[config.mk]
export PLATFORM = sky130hd
export DESIGN_NAME = serial_frame_rx
export DESIGN_NICKNAME = d
export VERILOG_FILES = /design/src/rtl/rxl_pkg.sv /design/src/rtl/rxl_sync.sv /design/src/rtl/rxl_tick_ctr.sv /design/src/rtl/rxl_word_build.sv /design/src/rtl/serial_frame_rx.sv
export SDC_FILE = /design/constraint.sdc
export NUM_CORES = 1
export LEC_CHECK = 0
export CORE_MARGIN = 1
export CORE_UTILIZATION = 47
export DETAILED_ROUTE_END_ITERATION = 10
export DONT_BUFFER_PORTS = 1
export PLACE_DENSITY = 0.59
export SYNTH_ARGS = -nofsm -noshare
export SYNTH_HDL_FRONTEND = slang
export SYNTH_SLANG_ARGS = --single-unit
[constraint.sdc]
create_clock -name clk -period 3.2 [get_ports clk]
set_input_delay 0.16 -clock clk [delete_from_list [all_inputs] [get_ports clk]]
set_output_delay 0.16 -clock clk [all_outputs]
set_load 0.05 [all_outputs]
[src/rtl/rxl_pkg.sv]
package rxl_pkg;
  typedef enum logic [2:0] {
    ST_IDLE  = 3'd0,
    ST_START = 3'd1,
    ST_DATA  = 3'd2,
    ST_PAR   = 3'd3,
    ST_STOP  = 3'd4
  } rx_state_t;

  localparam int WORD_W = 9;

  function automatic logic [3:0] width_of(input logic [1:0] sel);
    case (sel)
      2'd0:    width_of = 4'd7;
      2'd2:    width_of = 4'd9;
      default: width_of = 4'd8;
    endcase
  endfunction
endpackage

[src/rtl/rxl_sync.sv]
module rxl_sync #(
  parameter int STAGES = 2
) (
  input  logic clk,
  input  logic rst_n,
  input  logic din,
  output logic dout,
  output logic fall
);
  logic [STAGES-1:0] chain;
  logic              last;

  always_ff @(posedge clk or negedge rst_n) begin
    if (!rst_n) begin
      chain <= '1;
      last  <= 1'b1;
    end else begin
      chain <= {chain[STAGES-2:0], din};
      last  <= chain[STAGES-1];
    end
  end

  assign dout = chain[STAGES-1];
  assign fall = last & ~chain[STAGES-1];
endmodule

[src/rtl/rxl_tick_ctr.sv]
module rxl_tick_ctr #(
  parameter int OSR = 16
) (
  input  logic clk,
  input  logic rst_n,
  input  logic hold,
  input  logic half,
  input  logic tick_en,
  output logic sample
);
  localparam int CW = $clog2(OSR);
  localparam logic [CW-1:0] FULL_LAST = CW'(OSR - 1);
  localparam logic [CW-1:0] HALF_LAST = CW'(OSR / 2 - 1);

  logic [CW-1:0] cnt;

  assign sample = tick_en && !hold && (cnt == (half ? HALF_LAST : FULL_LAST));

  always_ff @(posedge clk or negedge rst_n) begin
    if (!rst_n)          cnt <= '0;
    else if (hold)       cnt <= '0;
    else if (sample)     cnt <= '0;
    else if (tick_en)    cnt <= cnt + 1'b1;
  end
endmodule

[src/rtl/rxl_word_build.sv]
module rxl_word_build
  import rxl_pkg::*;
(
  input  logic              clk,
  input  logic              rst_n,
  input  logic              clear,
  input  logic              bit_we,
  input  logic              is_data,
  input  logic              bit_val,
  input  logic [3:0]        idx,
  input  logic [3:0]        nbits,
  input  logic              lsb_first,
  output logic [WORD_W-1:0] word,
  output logic              ones_odd
);
  logic [3:0] pos;

  assign pos = lsb_first ? idx : (nbits - 4'd1 - idx);

  always_ff @(posedge clk or negedge rst_n) begin
    if (!rst_n) begin
      word     <= '0;
      ones_odd <= 1'b0;
    end else if (clear) begin
      word     <= '0;
      ones_odd <= 1'b0;
    end else if (bit_we) begin
      ones_odd <= ones_odd ^ bit_val;
      if (is_data && pos < 4'(WORD_W)) word[pos] <= bit_val;
    end
  end


  clear_word_chk: assert property (@(posedge clk) disable iff (!rst_n)
    clear |=> (word == '0 && !ones_odd));
endmodule

[src/rtl/serial_frame_rx.sv]
module serial_frame_rx
  import rxl_pkg::*;
#(
  parameter int OSR         = 16,
  parameter int SYNC_STAGES = 2
) (
  input  logic              clk,
  input  logic              rst_n,
  input  logic              tick_en,
  input  logic              rx_line,
  input  logic [1:0]        cfg_len,
  input  logic              cfg_lsb_first,
  input  logic [1:0]        cfg_parity,
  output logic              rx_valid,
  output logic [WORD_W-1:0] rx_data,
  output logic              rx_par_err,
  output logic              rx_frm_err
);
  rx_state_t         state;
  logic              line_s, line_fall, samp;
  logic [3:0]        idx, nbits;
  logic [WORD_W-1:0] word;
  logic              ones_odd;
  logic              start_ok, we, we_data;

  assign nbits    = width_of(cfg_len);
  assign start_ok = (state == ST_IDLE) && line_fall;
  assign we       = samp && (state == ST_DATA || state == ST_PAR);
  assign we_data  = (state == ST_DATA);

  rxl_sync #(.STAGES(SYNC_STAGES)) u_sync (
    .clk(clk), .rst_n(rst_n), .din(rx_line), .dout(line_s), .fall(line_fall)
  );

  rxl_tick_ctr #(.OSR(OSR)) u_ctr (
    .clk(clk), .rst_n(rst_n), .hold(state == ST_IDLE),
    .half(state == ST_START), .tick_en(tick_en), .sample(samp)
  );

  rxl_word_build u_build (
    .clk(clk), .rst_n(rst_n), .clear(start_ok), .bit_we(we),
    .is_data(we_data), .bit_val(line_s), .idx(idx), .nbits(nbits),
    .lsb_first(cfg_lsb_first), .word(word), .ones_odd(ones_odd)
  );

  always_ff @(posedge clk or negedge rst_n) begin
    if (!rst_n) begin
      state      <= ST_IDLE;
      idx        <= '0;
      rx_valid   <= 1'b0;
      rx_data    <= '0;
      rx_par_err <= 1'b0;
      rx_frm_err <= 1'b0;
    end else begin
      rx_valid   <= 1'b0;
      rx_par_err <= 1'b0;
      rx_frm_err <= 1'b0;
      case (state)
        ST_IDLE:  if (line_fall) state <= ST_START;
        ST_START: if (samp) begin
          idx   <= '0;
          state <= line_s ? ST_IDLE : ST_DATA;
        end
        ST_DATA:  if (samp) begin
          idx <= idx + 4'd1;
          if (idx == nbits - 4'd1)
            state <= (cfg_parity == 2'b00) ? ST_STOP : ST_PAR;
        end
        ST_PAR:   if (samp) state <= ST_STOP;
        ST_STOP:  if (samp) begin
          rx_valid   <= 1'b1;
          rx_data    <= word;
          rx_frm_err <= ~line_s;
          rx_par_err <= cfg_parity[1] & (ones_odd ^ cfg_parity[0]);
          state      <= ST_IDLE;
        end
        default:  state <= ST_IDLE;
      endcase
    end
  end


  valid_pulse_chk: assert property (@(posedge clk) disable iff (!rst_n)
    rx_valid |=> !rx_valid);


  flags_quiet_chk: assert property (@(posedge clk) disable iff (!rst_n)
    !rx_valid |-> (!rx_par_err && !rx_frm_err));


  unchecked_parity_chk: assert property (@(posedge clk) disable iff (!rst_n)
    (rx_valid && !cfg_parity[1]) |-> !rx_par_err);


  upper_zero_chk: assert property (@(posedge clk) disable iff (!rst_n)
    (rx_valid && cfg_len == 2'd0) |-> (rx_data[8:7] == 2'b00));


  false_start_chk: assert property (@(posedge clk) disable iff (!rst_n)
    (state == ST_START && samp && line_s) |=> (state == ST_IDLE));
endmodule

**Word-level counts from Yosys, hierarchy flattened**

Cells that the tools add are included.

- Register bits: 36
- Input port bits: 9
- Output and inout port bits: 12
- Word-level logic and storage cells: 87

- $add $sub $neg: 4
- $lt $le $gt $ge: 3
- Equality and inequality tests: 13
- Multiplexer cells: 32
- Bitwise logic cells: 5
- Reductions and logical operators: 19

Operator list:

| kind | number |
|---|---|
| 4-bit 2-to-1 mux | 7 |
| 9-bit 2-to-1 mux | 3 |
| 3-bit 2-to-1 mux | 7 |
| 4-bit one-hot mux with 2 select lines | 2 |
| 3-bit one-hot mux with 5 select lines | 1 |
| 2-bit inequality test (second input constant) | 6 |
| 9-bit bitwise mux | 1 |
| 1-bit 2-to-1 mux | 9 |
| 4-bit by 1-bit adder with 4-bit output (second input constant) | 2 |
| 4-bit == test | 2 |
| 3-bit by 2-bit == test with 1-bit output (second input constant) | 2 |
| 1-bit logical AND | 6 |
| 6-bit AND reduction | 1 |
| 2-bit nonzero test | 3 |
| 4-bit by 5-bit less-than comparator with 1-bit output (second input constant) | 1 |
| 1-bit demux with 4-bit select | 1 |
| 4-bit by 1-bit greater-or-equal comparator with 1-bit output (second input constant) | 1 |
| 2-bit logical NOT | 2 |
| 4-bit less-than comparator (second input constant) | 1 |
| 2-bit AND reduction | 2 |
| 4-bit by 1-bit subtractor with 4-bit output (second input constant) | 1 |
| 4-bit subtractor | 1 |
| 3-bit by 1-bit == test with 1-bit output (second input constant) | 1 |
| 3-bit == test (second input constant) | 1 |
| other kinds (10) | 12 |

**Depth between registers and ports, before layout**

- Depth in word-level cells: 13
- Mapped depth: 9
- Depth with buffers taken out: 9

**Modules after synthesis**

Synthesis repeated with hierarchy kept, for this count alone.

- Cells, all modules: 182
- Area total of the unflattened synthesis: 2006.9 um^2

By module, submodules not included:

| module | times used | cells each | area an instance (um^2) | sequential area each (um^2) |
|---|---|---|---|---|
| serial_frame_rx | 1 | 79 | 977.2 | 475.5 |
| rxl_word_build | 1 | 76 | 721.9 | 250.2 |
| rxl_tick_ctr | 1 | 23 | 215.2 | 100.1 |
| rxl_sync | 1 | 4 | 92.6 | 78.8 |

**Least setup slack after synthesis**

OpenSTA, ideal clock, no wires.

- Kind: register -> register
- From: reg idx[2]
- To: reg u_build.word[8]
- Setup time: 0.129 ns
- Data arrival time: 2.054 ns
- Required time: 3.071 ns
- Path slack: 1.017 ns
- Cell stages (with the launch flop): 9
- Path through: dfrtp_1 > clkbuf_1 > inv_1 > ha_1 > and3b_4 > or3_4 > a211oi_4 > o21bai_1 > mux2i_1

- Word-level cells in the longest chain between the ends: 10
- Elaborated cells between the ends (all ways): 15
- Those cells by class: add/sub (1); order compare (3); mux (7); reduce/logical (4)

Ends and longest elaborated chain:

| element | line | source |
|---|---|---|
| start, declared | serial_frame_rx.sv:21 | `logic [3:0] idx, nbits;` |
| start signal, assigned | serial_frame_rx.sv:65 | `idx <= idx + 4'd1;` |
| 4-bit subtractor | rxl_word_build.sv:18 | `assign pos = lsb_first ? idx : (nbits - 4'd1 - idx);` |
| 4-bit 2-to-1 mux * | rxl_word_build.sv:18 |  |
| 4-bit by 5-bit less-than comparator with 1-bit output (implied by the code) / 4-bit by 1-bit greater-or-equal comparator with 1-bit output (equally long branches) | rxl_word_build.sv:29 | `if (is_data && pos < 4'(WORD_W)) word[pos] <= bit_val;` |
| 1-bit logical AND (implied by the code) | rxl_word_build.sv:29 |  |
| 1-bit 2-to-1 mux (implied by the code) | rxl_word_build.sv:29 |  |
| 1-bit demux with 4-bit select | -- |  |
| 9-bit bitwise mux | rxl_word_build.sv:29 |  |
| 9-bit 2-to-1 mux | rxl_word_build.sv:29 |  |
| 9-bit 2-to-1 mux | rxl_word_build.sv:27 | `end else if (bit_we) begin` |
| 9-bit 2-to-1 mux | rxl_word_build.sv:24 | `end else if (clear) begin` |
| end signal, assigned by index | rxl_word_build.sv:29 |  |
| end, declared | rxl_word_build.sv:13 | `output logic [WORD_W-1:0] word,` |

Mark *: on every way between the ends. The rest lies on a longest branch, timed or not. The select of a mux whose other input is x is not followed.
A chain may end at the register's enable or synchronous reset.

**Final worst setup path**

- From: reg idx[0]
- To: reg u_build.word[4]

Same word-level chain as after synthesis.

==> out/qor.csv <==
stage,metric,value,unit
sta,Max-slew headroom,44.1,%
worst_hold_path,worst min path class,in -> reg,
global_route,vias in the first global route,1597,
placed_design,DPL Wire Length,3160,um
clocking,Skew-Pair Late Insertion Delay,290,ps
clocking,clk root buf,clkbuf_8,
run_status,outcome,finished clean,
sta,Final Hold Vio Count,0,
power,leakage power,0.993,nW
global_route,pin count of the biggest net entering global routing,37,
layout,Total Nets Final,226,
layout,"commonest non-fill, non-tap cell in the layout",dfrtp_1,
floorplan,Die Y,69.3,um
clocking,CTS Sinks,36,
sta,Max Fclk,0.412,GHz
power,overall power,1.20,mW
power,Pwr Density,521,nW/um2
worst_setup_path,CP cell instances,ha_1 -> inv_1 -> fa_1 -> xor2_1 -> mux2_2 -> o21ai_0 -> nor4_1 -> mux2i_1,
sta,final setup TNS,0,ps
layout,Layout area overhead,8.05,%
synth,#FFs+latches synth,36,
synth,mean area per synthesized cell,10.2,um2
worst_setup_path,CP Capture Type,flop,
global_route,antenna violations before repair,0,
layout,Util after Layout,52.8,%
clocking,Max Buffers Root-to-Sink,2,
worst_setup_path,type of origin of the critical path,flop,
worst_setup_path,CP required,3410,ps
clocking,Clock transition at path regs,70,ps
layout,diode count,0,
clocking,TritonCTS clock tree,yes,
floorplan,die area,4800,um2
placed_design,GPL Wtd Cong,0.854,
worst_setup_path,Critical Path AT,2630,ps
floorplan,chip width,69.3,um
synth,Post-synth EDFFs,0,
clocking,H-tree depth,2,
layout,fraction of layout cells with a size suffix above 1,17.0,%
global_route,first-pass GRT wire length,7620,um
clocking,CTS resizes,0,
global_route,grt total ovfl,0,
layout,most frequent cells in the layout,"dfrtp_1 (33), nand2_1 (22), nor2_1 (13)",
detailed_routing,DR WL/cell,16.3,um
placed_design,Cell Count Post-Placement,252,
synth,"Cell Area, Synth",2130,um2
flow_run,max_cap viols,0,
sta,Worst-Margin Slew,835,ps
clocking,"Setup Fix Bufs, Post-CTS",0,
floorplan,row count,24,
clocking,TritonCTS Buffers,5,
sta,setup violators final,0,
worst_setup_path,Max stage delay on crit path,480,ps
synth,Main synth FF type,dfrtp_1,
synth,Cell variety after synth,56,
synth,syn nets,223,
power,Max IR drop VDD,0.000185,V
sta,Layout Skew,8.61,ps
synth,Post-synth ARST share,100,%
detailed_routing,# DRC,0,
sta,RSZ-0062 raised after global routing,no,
sta,Max Slew Vio Count,0,
worst_setup_path,CP Max Fanout,8,
worst_setup_path,critical path's slowest cell,dfrtp_1,
layout,fillers,383,
placed_design,I/O Buffers,0,
sta,Tcrit/Tclk final,75.8,%
detailed_routing,Routed Antenna Nets,0,
detailed_routing,vias per std cell,5.95,
synth,Ys Warns,0,
detailed_routing,Iter 0 DRT Violations,135,
worst_setup_path,CP Class,reg -> reg,
worst_setup_path,"Buf+Inv Stages, Crit Path",1,
floorplan,core area,4350,um2
layout,final non-filler cell total,264,
synth,post-synthesis cell count,208,
sta,min Tclk post-route,2420,ps
worst_setup_path,family with the most delay on the worst path,adder cells,
floorplan,Starting Density,48.9,%
detailed_routing,DRT Pass-1 Iters,4,
detailed_routing,Via Count,1572,
global_route,Total GRT Usage,19.6,%
synth,sequential element share of the synthesized area,42.5,%
sta,Hold Slack,33.7,ps
floorplan,# IOs,21,
detailed_routing,total wire length,4310,um
## cell type report
type	instances	area [um2]	area share [%]
sequential	36	905	39.3
inverter	10	37.5	1.63
clock buffer	6	72.6	3.16
timing repair buffer	5	57.6	2.50
multi-input combinational	153	1130	49.0
tap	52	65.1	2.83
clock inverter	2	35.0	1.52
## metal layers
layer  track usage, %  part of all wire [%]  vias to the layer above
li1                 -                     -                      756
met1             27.7                    49                      774
met2             30.5                    46                       35
met3             4.07                   4.0                        7
met4             5.44                   1.2                        0
met5                0                     0                        -
## Yosys cell counts, types with 3 or more instances
cell,instances,area share [%]
nor2b_1,4,1.2
dfrtp_1,33,39
xor2_1,4,1.6
nand3_1,6,1.4
mux2_2,12,6.3
nand2b_1,6,1.8
a31oi_1,4,1.2
nor2_1,13,2.3
and3_1,4,1.2
buf_2,5,1.2
nor3_1,9,2.1
mux2i_1,7,3.3
nand2_1,22,3.9
nand4_1,3,0.88
a21oi_1,3,0.71
dfstp_2,3,3.7
o21ai_0,8,1.9
inv_1,10,1.8
ha_1,5,2.9
## worst paths after layout
kind	slack (ps)	startpoint	depth (start not counted)	end
setup / recovery	780	idx[0]	8	u_build.word[4]
hold / removal	30	cfg_parity[1]	1	rx_par_err
max in group asynchronous	2630	rst_n	2	u_sync.chain[0]
hold reg to reg	360	u_sync.chain[0]	0	u_sync.chain[1]
min in group asynchronous	320	rst_n	2	u_ctr.cnt[0]
setup reg to reg	780	idx[0]	8	u_build.word[4]
## where the power goes
part	switching (mW)	internal [mW]	total [mW]
clock network	0.153	0.231	0.384
logic	0.132	0.104	0.237
registers	0.0695	0.507	0.577
total	0.355	0.842	1.20
## worst reg2reg max path: cells and delay by family, from the launching register on
kind	cells	cell delay [ps]
adders and majority gates	2	610
DFF	1	480
buffers and inverters	1	60
AOI/OAI and AO/OA	1	100
xor gates and xnor gates	1	340
muxes	2	500
and+or+nand+nor	1	250
## flip-flops by register name, summed over array words and instances (netlist names)
register          cells
u_sync.chain          2
rx_par_err            1
rx_data               9
u_build.word          9
u_ctr.cnt             4
rx_valid              1
u_build.ones_odd      1
idx                   4
rx_frm_err            1
state                 3
u_sync.last           1
## through the flow
stage / setup slack [ps] / area, um2
floorplan: 1020 / 2130
global placement: 796 / 2140
detailed placement: 801 / 2140
CTS: 787 / 2300
global route: 553 / 2300
finish: 776 / 2300
## cell families (layout without fill, tap and decap cells)
logic type,after synthesis,in the layout,share of synthesized area [%]
buffers and inverters,19,23,4.53
xor gates and xnor gates,6,6,2.82
and+or+nand+nor,84,84,22.8
DFF,36,36,42.5
adders and majority gates,6,6,3.88
muxes,20,20,10.7
AOI/OAI and AO/OA,37,37,12.8
## what timing repair did
| item | 4_1_cts | 5_1_grt |
|---|---|---|
| endpoints found under the setup margin | 0 | 0 |
| hold endpoints to repair | 39 | 0 |
| hold buffers | 4 | 0 |
Note: power is estimated with default switching activity, not from simulation.
